`src/rtl/flash_rd_overlay.sv`:
```
module flash_rd_overlay #(
  parameter int          ADDR_W    = 16,
  parameter int          STAT_W    = 8,
  parameter logic [15:0] MFR_CODE  = 16'h0001,
  parameter logic [15:0] DEV_ID1   = 16'h227E,
  parameter logic [15:0] DEV_ID2   = 16'h2228,
  parameter logic [15:0] DEV_ID3   = 16'h2201,
  parameter logic [7:0]  SIZE_LOG2 = 8'h1B
) (
  input  logic              clk,
  input  logic              rst_n,
  input  logic              ce_n,
  input  logic              oe_n,
  input  logic              we_n,
  input  logic [ADDR_W-1:0] addr,
  input  logic              cmd_valid,
  input  logic [1:0]        cmd_op,
  input  logic [STAT_W-1:0] status_in,
  input  logic [15:0]       array_data,
  output logic [15:0]       dq_out,
  output logic              dq_oe
);

  localparam logic [1:0] SEL_ARRAY = 2'd0;
  localparam logic [1:0] SEL_ID    = 2'd1;
  localparam logic [1:0] SEL_SR    = 2'd2;
  localparam logic [1:0] OP_ARRAY  = 2'b00;
  localparam logic [1:0] OP_ID     = 2'b01;
  localparam logic [1:0] OP_SRD    = 2'b10;
  localparam int         LUT_W     = (ADDR_W < 8) ? ADDR_W : 8;

  logic        we_q, rd_q, prev_q;
  logic [1:0]  sel_q;
  logic [15:0] sr_q;

  wire        rd_now  = ~ce_n & ~oe_n;
  wire        we_rise = we_n & ~we_q;
  wire        rd_end  = rd_q & ~rd_now;
  wire        cmd_hit = we_rise & ~ce_n & cmd_valid;
  wire        in_ovl  = (sel_q == SEL_SR);
  wire [15:0] stat_ext = 16'(status_in);

  function automatic logic [15:0] id_cfi_word(input logic [7:0] a);
    logic [15:0] w;
    w = 16'h0000;
    if (a < 8'h10) begin
      case (a)
        8'h00:   w = MFR_CODE;
        8'h01:   w = DEV_ID1;
        8'h0E:   w = DEV_ID2;
        8'h0F:   w = DEV_ID3;
        default: w = 16'h0000;
      endcase
    end else if (a < 8'h40) begin
      case (a)
        8'h10:   w[7:0] = 8'h51;
        8'h11:   w[7:0] = 8'h52;
        8'h12:   w[7:0] = 8'h59;
        8'h13:   w[7:0] = 8'h02;
        8'h15:   w[7:0] = 8'h40;
        8'h27:   w[7:0] = SIZE_LOG2;
        default: w[7:0] = 8'h00;
      endcase
    end
    return w;
  endfunction

  logic [7:0] lut_addr;
  always_comb begin
    lut_addr = 8'h00;
    lut_addr[LUT_W-1:0] = addr[LUT_W-1:0];
  end

  always_ff @(posedge clk or negedge rst_n) begin
    if (!rst_n) begin
      we_q   <= 1'b1;
      rd_q   <= 1'b0;
      sel_q  <= SEL_ARRAY;
      prev_q <= 1'b0;
      sr_q   <= 16'h0000;
    end else begin
      we_q <= we_n;
      rd_q <= rd_now;
      if (in_ovl) begin
        if (rd_end) sel_q <= prev_q ? SEL_ID : SEL_ARRAY;
      end else if (cmd_hit) begin
        case (cmd_op)
          OP_ARRAY: sel_q <= SEL_ARRAY;
          OP_ID:    sel_q <= SEL_ID;
          OP_SRD: begin
            prev_q <= (sel_q == SEL_ID);
            sr_q   <= stat_ext;
            sel_q  <= SEL_SR;
          end
          default: ;
        endcase
      end
    end
  end

  always_comb begin
    case (sel_q)
      SEL_SR:  dq_out = sr_q;
      SEL_ID:  dq_out = id_cfi_word(lut_addr);
      default: dq_out = array_data;
    endcase
  end

  assign dq_oe = rd_now;

endmodule

```
`config.mk`:
```
export PLATFORM = sky130hd
export DESIGN_NAME = flash_rd_overlay
export DESIGN_NICKNAME = d
export VERILOG_FILES = /design/src/rtl/flash_rd_overlay.sv
export SDC_FILE = /design/constraint.sdc
export NUM_CORES = 1
export LEC_CHECK = 0
export CAP_MARGIN = 20
export CORE_ASPECT_RATIO = 0.75
export CORE_MARGIN = 2
export CORE_UTILIZATION = 36
export DETAILED_ROUTE_END_ITERATION = 8
export GPL_TIMING_DRIVEN = 0
export HOLD_SLACK_MARGIN = 0.06
export MAX_ROUTING_LAYER = met4
export PLACE_DENSITY = 0.8
export SYNTH_ARGS = -nofsm -noshare
export SYNTH_HDL_FRONTEND = slang
export SYNTH_SLANG_ARGS = --single-unit
```
`constraint.sdc`:
```
create_clock -name clk -period 2.4 [get_ports clk]
set_clock_uncertainty 0.2 [all_clocks]
set_input_delay 0.48 -clock clk [delete_from_list [all_inputs] [get_ports clk]]
set_output_delay 0.48 -clock clk [all_outputs]
set_load 0.005 [all_outputs]
```
==> results of run 1 <==
-- per-stage QoR --
stage	instances	setup TNS [ps]	instance area, um2	setup slack, ps
6_report	215	-2965	1760	-410.6
5_1_grt	215	-3545	1760	-474.0
4_1_cts	215	-4059	1752	-523.1
3_5_place_dp	196	-6538	1569	-762.4
3_3_place_gp	196	-5985	1569	-733.9
2_1_floorplan	107	0	993.5	57.60
-- synth_stat cells, drive strengths merged --
master and count:
nor2b 2, and3b 1, a21oi 7, dfrtp 12
o41ai 1, a41oi 1, or3 1, inv 5
nand3 2, mux2i 1, o22ai 1, and2 6
nand4b 2, a22o 1, nor2 7, and3 1
nand4 1, a2bb2oi 1, nor4 1, a222oi 1
mux2 9, or4 2, or4b 1, nor3b 1
o21a 1, a211o 1, dfstp 1, ha 2
nand3b 1, nor3 2, o31ai 1, clkbuf 3
nand2b 1, buf 3, and4 1, o21ai 6
a22oi 5, nand2 11
-- how the worst max path moves through the flow --
stage                                    start         to  slack [ps]  cells past startpoint
after floorplan           sel_q[0]$_DFFE_PN0P_  dq_out[3]          60                      7
after global placement                 addr[3]  dq_out[0]        -730                      6
after detailed placement               addr[3]  dq_out[0]        -760                      6
after CTS                 sel_q[1]$_DFFE_PN0P_  dq_out[2]        -520                      8
after global routing      sel_q[1]$_DFFE_PN0P_  dq_out[3]        -470                      9
final                                  addr[7]  dq_out[3]        -410                      7
-- power by group --
part / switching, mW / internal (mW) / total [mW]
sequential: 0.0414 / 0.281 / 0.322
clock: 0.0764 / 0.117 / 0.194
combinational: 0.448 / 0.590 / 1.04
-- flip-flops by register name, indices dropped and copies added (netlist names) --
name,count
sel_q,2
sr_q,8
we_q,1
prev_q,1
rd_q,1
-- what timing repair did --
item,CTS,global route
pin swaps,9,7
buffers inserted,16,3
endpoints found under the setup margin,17,13
gates resized for setup,68,24
-- logic make-up (layout without fill, tap and decap cells) --
kind of cell    count (synthesis)  after routing
simple gates                   44             44
compound gates                 27             27
flops                          13             13
fa+ha+maj                       2              2
buf+inv                        11             83
mux                            10             10
-- cell type report --
| class | instances | area [um2] |
|---|---|---|
| Buffer | 5 | 36.28 |
| Clock buffer | 4 | 45.04 |
| Fill cell | 200 | 862.1 |
| Inverter | 5 | 21.27 |
| Multi-Input combinational cell | 83 | 688.2 |
| Sequential cell | 13 | 326.6 |
| Tap cell | 36 | 45.04 |
| Timing Repair Buffer | 69 | 598.1 |
-- per-layer routing --
metal  share of wire [%]  up-vias  track usage (%)
li1                    -      544                -
met1                  40      566            26.18
met2                  50       54            38.37
met3                 7.3       11            4.795
met4                 2.7        0            8.156
met5                   0        -                -
-- cells in the final DEF (no fill, tap or decap), drive strengths merged, types with 2 or more instances in the layout --
cell / instances
a21oi: 7
a22oi: 5
and2: 6
buf: 30
clkbuf: 11
clkdlybuf4s50: 35
dfrtp: 12
ha: 2
inv: 5
mux2: 9
nand2: 11
nand3: 2
nand4b: 2
nor2: 7
nor2b: 2
nor3: 2
o21ai: 6
or4: 2
==> results.py, run 1 <==
metrics = {
    "timing": {
        "slew_headroom_pct": 58.60,
        "tightest_slew_ps": 619.0,
        "grt_setup_unrepaired": "yes",
        "period_minus_slack_ps": 2811,
        "fmax_mhz": 355.8,
        "final.setup.worst_slack_ps": -410.6,
        "maxSlewViolCount": 0,
        "hold_viol": 0,
        "hold_ws_ps": 290.6,
        "final-setup-viol-count": 10,
        "fin_crit_sh_pct": 117.1,
    },
    "logic_synthesis": {
        "synthMuxAreaShare_pct": 11.21,
        "synth_top_area_share_pct": 30.23,
        "synthAdderAreaFrac_pct": 2.519,
        "synth_top_family_by_area": "simple AND/OR/NAND/NOR gates",
        "syn_area_um2": 993.5,
        "synthCells": 107,
        "synthXorXnorAreaFrac_pct": 0,
        "syn_nets": 157,
        "yosysTopAreaCell": "dfrtp_1",
        "synth_compound_area_share_pct": 18.64,
        "ys_seq_area_share_pct": 32.87,
        "yosysWarnings": 0,
        "synthSimpleGateAreaFrac_pct": 29.60,
        "synth_area_leaders": "dfrtp_1 (30%), mux2_1 (7.9%), nand2_1 (4.2%)",
        "synth-seq-cells": 13,
        "avgSynthCellArea_um2": 9.285,
        "synth.distinct_cells": 43,
    },
    "clocking": {
        "cts.sink_count": 13,
        "clockBufferDepth": 2,
        "clkTransAtPathRegs_ps": 50,
        "cts_tree": "yes",
        "cts_buffers": 3,
        "cts_root_buffer": "clkbuf_8",
        "cts_hold_buffers": 0,
        "clkLatencyLatePin_ps": 240,
        "ctsHtreeMaxLevel": 1,
    },
    "placement": {
        "gp_congestion": 0.8685,
        "port_buffers": 53,
        "dp.final_hpwl_um": 2336,
    },
    "worst_setup_path": {
        "path_cells": "clkdlybuf4s50_1, or4b_4, nor3_4, o21ai_2, buf_4, nand3_2, buf_2",
        "cp_top_family": "simple AND/OR/NAND/NOR gates",
        "critical_path_arrival_ps": 2130,
        "setup.worst_path.end_class": "output pin",
        "regToRegSetupSlack_ps": 530,
        "criticalPathCategory": "primary input to output pin",
        "critPathMaxFanout": 4,
        "slowest_delay_ps": 590,
        "critical_path_buf_inv_count": 3,
        "required_ps": 1720,
        "reg2regPathDepth": 4,
        "rr_endpoint": "sr_q[5]$_DFFE_PN0P_",
        "crit_path_top_delay_cell": "or4b_4",
        "critPathLaunchType": "primary input",
        "timing.rr.start": "sel_q[1]$_DFFE_PN0P_",
    },
    "power_and_ir_drop": {
        "p_leak_nw": 0.8030,
        "ir_drop_mv": 0.5831,
        "power_mw": 1.553,
        "p_per_area_mw_per_mm2": 882.3,
    },
    "status": {
        "violations": "setup timing",
        "status": "finished, violations left",
    },
    "global_routing": {
        "grt_pass1_vias": 1149,
        "grt_pass1_wl_um": 5354,
        "antenna_found_initial": 0,
        "grt_max_degree": 14,
        "grtUsageTotal_pct": 22.46,
        "grt_overflow": 0,
    },
    "cells_and_area": {
        "fin_util_pct": 67.13,
        "antenna_cells": 0,
        "finalNetCount": 230,
        "layout-drive-gt1-share_pct": 34.08,
        "area_growth_pct": 77.20,
    },
    "route": {
        "dr.first_iter.drc_count": 83,
        "viasPerCell": 5.465,
        "first_pass_iters": 4,
        "post-route-drc-count": 0,
        "antenna_left": 0,
        "vias": 1175,
        "wl_per_cell_um": 15.94,
        "routed_wl_um": 3428,
    },
    "hold_path": {
        "hold-path-cell-count": 1,
        "min_to": "sr_q[0]$_DFFE_PN0P_",
        "min_from": "sr_q[0]$_DFFE_PN0P_",
        "hold_path_class": "flop to flop",
    },
    "floorplan": {
        "core-area_mm2": 0.002623,
        "die_area_mm2": 0.003200,
        "dieWidth_um": 64.66,
        "num_rows": 16,
        "io_pins": 65,
        "die_height_um": 49.50,
        "initial_core_util_pct": 37.88,
    },
    "flow_run": {
        "drv_cap": 0,
    },
}
Power figures use the tool's default switching activity.
==> inputs of run 2 (changes only) <==
--- a/config.mk
+++ b/config.mk
@@ -7,13 +7,15 @@
 export LEC_CHECK = 0
 export CAP_MARGIN = 20
 export CORE_ASPECT_RATIO = 0.75
-export CORE_MARGIN = 2
+export CORE_MARGIN = 10
 export CORE_UTILIZATION = 36
+export CTS_CLUSTER_SIZE = 12
 export DETAILED_ROUTE_END_ITERATION = 8
 export GPL_TIMING_DRIVEN = 0
 export HOLD_SLACK_MARGIN = 0.06
 export MAX_ROUTING_LAYER = met4
 export PLACE_DENSITY = 0.8
+export SLEW_MARGIN = 0
 export SYNTH_ARGS = -nofsm -noshare
 export SYNTH_HDL_FRONTEND = slang
 export SYNTH_SLANG_ARGS = --single-unit
==> run 2 against run 1 <==
- the run still ends with setup timing left
- via count is 6.3% lower
- global-route usage shrank 10 points
- final cell count fell by 1.4%
- non-clock buffer count shrank 3
- utilization fell by 0.57 points
- sequential power shrank 1%
- final area shrank 0.85%
- hold slack better by 1.3 ps
==> results.py, run 2 (synthesis gave the netlist of run 1 again) <==
metrics = {
    "global_routing": {
        "grt_pass1_vias": 1149,
        "antenna_found_initial": 0,
        "grtUsageTotal_pct": 12.41,
        "grt_overflow": 0,
        "grt_max_degree": 14,
        "grt_pass1_wl_um": 5250,
    },
    "worst_setup_path": {
        "required_ps": 1720,
        "cp_top_family": "simple AND/OR/NAND/NOR gates",
        "critPathMaxFanout": 4,
        "path_cells": "buf_6, inv_4, ha_4, or4b_4, nor3_4, buf_4, a222oi_1, inv_1, buf_2",
        "crit_path_top_delay_cell": "or4b_4",
        "critical_path_arrival_ps": 2070,
        "critical_path_buf_inv_count": 5,
        "slowest_delay_ps": 520,
        "critPathLaunchType": "flop",
        "criticalPathCategory": "flop to output pin",
        "setup.worst_path.end_class": "output pin",
    },
    "clocking": {
        "cts_root_buffer": "clkbuf_8",
        "cts_tree": "yes",
        "ctsHtreeMaxLevel": 1,
        "cts_buffers": 3,
        "clkTransAtPathRegs_ps": 60,
        "cts.sink_count": 13,
        "clkLatencyLatePin_ps": 240,
        "clockBufferDepth": 2,
    },
    "route": {
        "vias": 1101,
        "routed_wl_um": 3447,
        "wl_per_cell_um": 16.26,
        "antenna_left": 0,
        "post-route-drc-count": 0,
        "viasPerCell": 5.193,
        "dr.first_iter.drc_count": 64,
        "first_pass_iters": 4,
    },
    "cells_and_area": {
        "reg_top3": "sr_q x8, sel_q x2",
        "top_register": "sr_q",
        "antenna_cells": 0,
        "final_common_cell": "clkdlybuf4s50_1",
        "multi_input_area_um2": 676.9,
        "largest_reg_flops": 8,
        "seqCellArea_um2": 326.6,
        "mostFrequentLayoutCells": "clkdlybuf4s50_1 (34), buf_2 (12), dfrtp_1 (12)",
        "n_fill_cell": 211,
        "layout-drive-gt1-share_pct": 29.55,
        "area_growth_pct": 75.69,
        "finalNetCount": 227,
    },
    "power_and_ir_drop": {
        "switchingPower_mw": 0.5161,
        "power_frac_comb_pct": 64.7,
        "intPower_mw": 0.9259,
        "p_per_area_mw_per_mm2": 826.2,
        "ir_drop_mv": 0.5312,
        "p_leak_nw": 0.7936,
        "power.share.switching_pct": 35.79,
        "clkPwrFrac_pct": 13.3,
        "pwr-share-seq_pct": 22.1,
    },
    "timing": {
        "fin_crit_sh_pct": 114.7,
        "hold_ws_ps": 291.9,
        "grt_setup_unrepaired": "yes",
        "period_minus_slack_ps": 2753,
        "tightest_slew_ps": 608.8,
        "final-setup-viol-count": 9,
        "maxSlewViolCount": 0,
        "fmax_mhz": 363.2,
        "hold_viol": 0,
        "final.setup.worst_slack_ps": -353.4,
        "slew_headroom_pct": 59.29,
    },
    "floorplan": {
        "num_rows": 16,
        "io_pins": 65,
        "dieWidth_um": 80.66,
        "core-area_mm2": 0.002623,
        "die_height_um": 65.50,
        "initial_core_util_pct": 37.88,
        "die_area_mm2": 0.005283,
    },
    "status": {
        "status": "finished, violations left",
        "violations": "setup timing",
    },
    "flow_run": {
        "drv_cap": 0,
    },
    "hold_path": {
        "hold_path_class": "flop to flop",
    },
    "placement": {
        "gp_congestion": 0.8608,
        "dp.final_hpwl_um": 2659,
        "port_buffers": 53,
        "dp_slack_ps": -774.8,
    },
}
-- run 2: cell types whose count changed in the layout (fill, tap and decap cells not counted), moves of 2 or more --
cell | previous run | this run
clkdlybuf4s15_1 | 0 | 3
clkbuf_2 | 6 | 1
clkdlybuf4s15_2 | 0 | 2
buf_6 | 7 | 4
-- run 2: repair_timing --
item,in CTS,in global routing
hold buffers,0,0
pin swaps,9,10
buffers inserted,10,3
setup endpoints to repair,17,17
gates resized for setup,65,16
gates cloned,0,0
-- run 2: final timing paths --
path | to | startpoint | depth (start not counted) | slack [ps]
setup / recovery | dq_out[2] | sel_q[1]$_DFFE_PN0P_ | 9 | -350
hold / removal | sr_q[4]$_DFFE_PN0P_ | sr_q[4]$_DFFE_PN0P_ | 1 | 290
setup reg to reg | sr_q[5]$_DFFE_PN0P_ | sel_q[1]$_DFFE_PN0P_ | 4 | 550
hold reg to reg | sr_q[4]$_DFFE_PN0P_ | sr_q[4]$_DFFE_PN0P_ | 1 | 290
max in group asynchronous | sr_q[2]$_DFFE_PN0P_ | rst_n | 1 | 1180
min in group asynchronous | sr_q[7]$_DFFE_PN0P_ | rst_n | 1 | 420
-- run 2: final cells by class --
cell class              count  share of cell area [%]
flip-flops and latches     13                   18.71
well taps                  36                   2.581
plain buffers               5                   2.079
repair buffers             66                   34.05
inverters                   5                   1.219
multi-input cells          83                   38.78
clock buffers               4                   2.581
-- run 2: power by group through the flow --
| stage | logic [mW] | clock network (mW) | registers, mW |
|---|---|---|---|
| after detailed placement | 0.848 | 0 | 0.316 |
| after floorplan | 0.404 | 0 | 0.306 |
| after CTS | 0.869 | 0.199 | 0.311 |
| after global placement | 0.837 | 0 | 0.312 |
| after global routing | 1.02 | 0.209 | 0.326 |
| final | 0.933 | 0.191 | 0.318 |
-- run 2: worst register-to-register path, cell delays in order (launching register included) --
cell and delay (ps):
dfrtp_1 420, ha_4 210, nor4_4 350, nand3b_4 200
mux2_1 360
-- run 2: routing by layer --
| metal | track usage, % | up-vias | routed length [um] | share of wire (%) |
|---|---|---|---|---|
| met5 | - | - | 0 | 0 |
| met4 | 4.526 | 0 | 68 | 2.0 |
| met3 | 2.174 | 6 | 195 | 5.7 |
| met2 | 20.63 | 44 | 1681 | 49 |
| met1 | 14.69 | 513 | 1502 | 44 |
| li1 | - | 538 | - | - |
-- run 2: per-stage QoR --
| step | setup TNS, ps | area [um2] | std cells | power [mW] | util (%) |
|---|---|---|---|---|---|
| floorplan | 0 | 993.5 | 107 | 0.7099 | - |
| global placement | -6144 | 1569 | 196 | 1.149 | 59.83 |
| detailed placement | -6477 | 1569 | 196 | 1.164 | 59.83 |
| CTS | -4704 | 1679 | 210 | 1.378 | 64.03 |
| global route | -3472 | 1745 | 212 | 1.551 | 66.56 |
| finish | -2720 | 1745 | 212 | 1.442 | 66.56 |
==> inputs of run 3 (changes only) <==
--- a/config.mk
+++ b/config.mk
@@ -8,13 +8,14 @@
 export CAP_MARGIN = 20
 export CORE_ASPECT_RATIO = 0.75
 export CORE_MARGIN = 10
-export CORE_UTILIZATION = 36
+export CORE_UTILIZATION = 39
 export CTS_CLUSTER_SIZE = 12
 export DETAILED_ROUTE_END_ITERATION = 8
 export GPL_TIMING_DRIVEN = 0
 export HOLD_SLACK_MARGIN = 0.06
 export MAX_ROUTING_LAYER = met4
-export PLACE_DENSITY = 0.8
+export PLACE_DENSITY = 0.86
+export SKIP_LAST_GASP = 1
 export SLEW_MARGIN = 0
 export SYNTH_ARGS = -nofsm -noshare
 export SYNTH_HDL_FRONTEND = slang
==> constraint.sdc (replaced) <==
create_clock -name clk -period 3.25 [get_ports clk]
set_clock_uncertainty 0.2 [all_clocks]
set_input_delay 0.65 -clock clk [delete_from_list [all_inputs] [get_ports clk]]
set_output_delay 0.65 -clock clk [all_outputs]
set_load 0.005 [all_outputs]
==> run 3 against run 2 <==
- the flow still finishes with violations (setup timing)
- critical endpoint is now dq_out[13]
- final cell count down 5.7%
- largest cell class unchanged
- register-to-register slack improved by 710 ps
- critical path depth is 1 lower
- worst setup slack improved by 190 ps
==> results.py, run 3 (synthesis gave the netlist of run 1 again) <==
metrics = {
    "clocking": {
        "clkTransAtPathRegs_ps": 70,
        "cts_buffers": 3,
        "cts_root_buffer": "clkbuf_4",
        "cts_hold_buffers": 0,
        "clockBufferDepth": 2,
        "cts.sink_count": 13,
        "clkLatencyLatePin_ps": 280,
        "cts_tree": "yes",
        "ctsHtreeMaxLevel": 1,
    },
    "route": {
        "wl_per_cell_um": 17.38,
        "first_pass_iters": 4,
        "dr.first_iter.drc_count": 55,
        "antenna_left": 0,
        "routed_wl_um": 3475,
        "vias": 1059,
        "post-route-drc-count": 0,
        "viasPerCell": 5.295,
    },
    "worst_setup_path": {
        "required_ps": 2400,
        "setup.worst_path.end_class": "output pin",
        "critPathMaxFanout": 10,
        "critPathLaunchType": "flop",
        "critical_path_arrival_ps": 2560,
        "criticalPathCategory": "flop to output pin",
    },
    "hold_path": {
        "hold_path_class": "flop to flop",
    },
    "timing": {
        "final.setup.worst_slack_ps": -160.7,
        "grt_setup_unrepaired": "yes",
        "final-setup-viol-count": 2,
        "period_minus_slack_ps": 3411,
        "tightest_slew_ps": 560.6,
        "slew_headroom_pct": 62.51,
        "maxSlewViolCount": 0,
        "fin_crit_sh_pct": 104.9,
        "hold_viol": 0,
        "fmax_mhz": 293.2,
    },
    "floorplan": {
        "num_rows": 15,
        "die_height_um": 63.71,
        "io_pins": 65,
        "die_area_mm2": 0.004987,
        "initial_core_util_pct": 42.01,
        "dieWidth_um": 78.28,
        "core-area_mm2": 0.002365,
    },
    "cells_and_area": {
        "largest_reg_flops": 8,
        "top_register": "sr_q",
        "reg_top3": "sr_q x8, sel_q x2",
        "area_growth_pct": 62.09,
        "antenna_cells": 0,
        "mostFrequentLayoutCells": "clkdlybuf4s50_1 (43), dfrtp_1 (12), nand2_1 (11)",
        "final_common_cell": "clkdlybuf4s50_1",
        "layout-drive-gt1-share_pct": 12.05,
        "fin_util_pct": 68.10,
        "finalNetCount": 217,
    },
    "placement": {
        "dp_slack_ps": -342.5,
        "dp.final_hpwl_um": 2828,
        "port_buffers": 53,
        "gp_congestion": 0.8350,
    },
    "status": {
        "status": "finished, violations left",
        "violations": "setup timing",
    },
    "global_routing": {
        "antenna_found_initial": 0,
        "grtUsageTotal_pct": 13.79,
        "grt_pass1_wl_um": 5409,
        "grt_pass1_vias": 1044,
        "grt_overflow": 0,
        "grt_max_degree": 14,
    },
    "power_and_ir_drop": {
        "p_per_area_mw_per_mm2": 577.6,
        "power_mw": 0.9301,
        "p_leak_nw": 0.7288,
        "ir_drop_mv": 0.4938,
    },
    "flow_run": {
        "drv_cap": 0,
    },
}
run 3: changes by cell type in the layout (fill, tap and decap cells not counted), sizes merged:
cell           before  now
buf                26    5
dlygate4sd2         1    8
clkdlybuf4s50      34   43
clkdlybuf4s15       5    0
run 3: path summary, 6_finish.rpt:
path                                      start                  end  slack (ps)  depth (start not counted)
max                        sel_q[0]$_DFFE_PN0P_           dq_out[13]        -160                          8
min reg2reg                 sr_q[6]$_DFFE_PN0P_  sr_q[6]$_DFFE_PN0P_         290                          1
max in group asynchronous                 rst_n       we_q$_DFF_PN1_        1950                          1
min                         sr_q[6]$_DFFE_PN0P_  sr_q[6]$_DFFE_PN0P_         290                          1
min in group asynchronous                 rst_n  sr_q[7]$_DFFE_PN0P_         520                          1
max reg2reg                sel_q[0]$_DFFE_PN0P_  sr_q[5]$_DFFE_PN0P_        1260                          5
run 3: area by class of cell:
| type | instances | area [um2] |
|---|---|---|
| Tap cell | 34 | 42.54 |
| Buffer | 6 | 32.53 |
| Sequential cell | 13 | 326.6 |
| Fill cell | 184 | 754.5 |
| Timing Repair Buffer | 55 | 540.5 |
| Inverter | 5 | 18.77 |
| Clock buffer | 4 | 26.28 |
| Multi-Input combinational cell | 83 | 623.1 |
run 3: what timing repair did:
action | in CTS | in global routing
setup buffers | 0 | 2
gates resized for setup | 9 | 3
endpoints found under the setup margin | 9 | 6
run 3: power breakdown:
group | internal (mW) | switching [mW] | total [mW]
combinational | 0.334 | 0.266 | 0.600
clock | 0.0478 | 0.0524 | 0.100
sequential | 0.206 | 0.0235 | 0.230
run 3: through the flow:
stage	instance area, um2	setup TNS (ps)	cells	hold WS [ps]
after CTS	1587	-558.8	198	301.1
final	1610	-170.2	200	293.6
after global routing	1610	-675.6	200	312.5
after global placement	1567	-1289	194	274.0
after detailed placement	1567	-1469	194	284.2
after floorplan	993.5	0	107	154.4
run 3: critical path, cell delays in order, from the launching register on:
cell	delay (ps)
dfrtp_1	350
inv_1	70
ha_1	300
buf_6	150
or4b_4	550
nor3_4	200
o21ai_2	100
nand2_1	70
clkdlybuf4s50_1	500
run 3: metal layers:
| metal | vias to the layer above | wire, um | part of all wire (%) | track usage (%) |
|---|---|---|---|---|
| met5 | - | 0 | 0 | - |
| met4 | 0 | 53 | 1.5 | 5.357 |
| met3 | 5 | 208 | 6.0 | 3.258 |
| met2 | 52 | 1777 | 51 | 22.85 |
| met1 | 488 | 1436 | 41 | 15.68 |
| li1 | 514 | - | - | - |
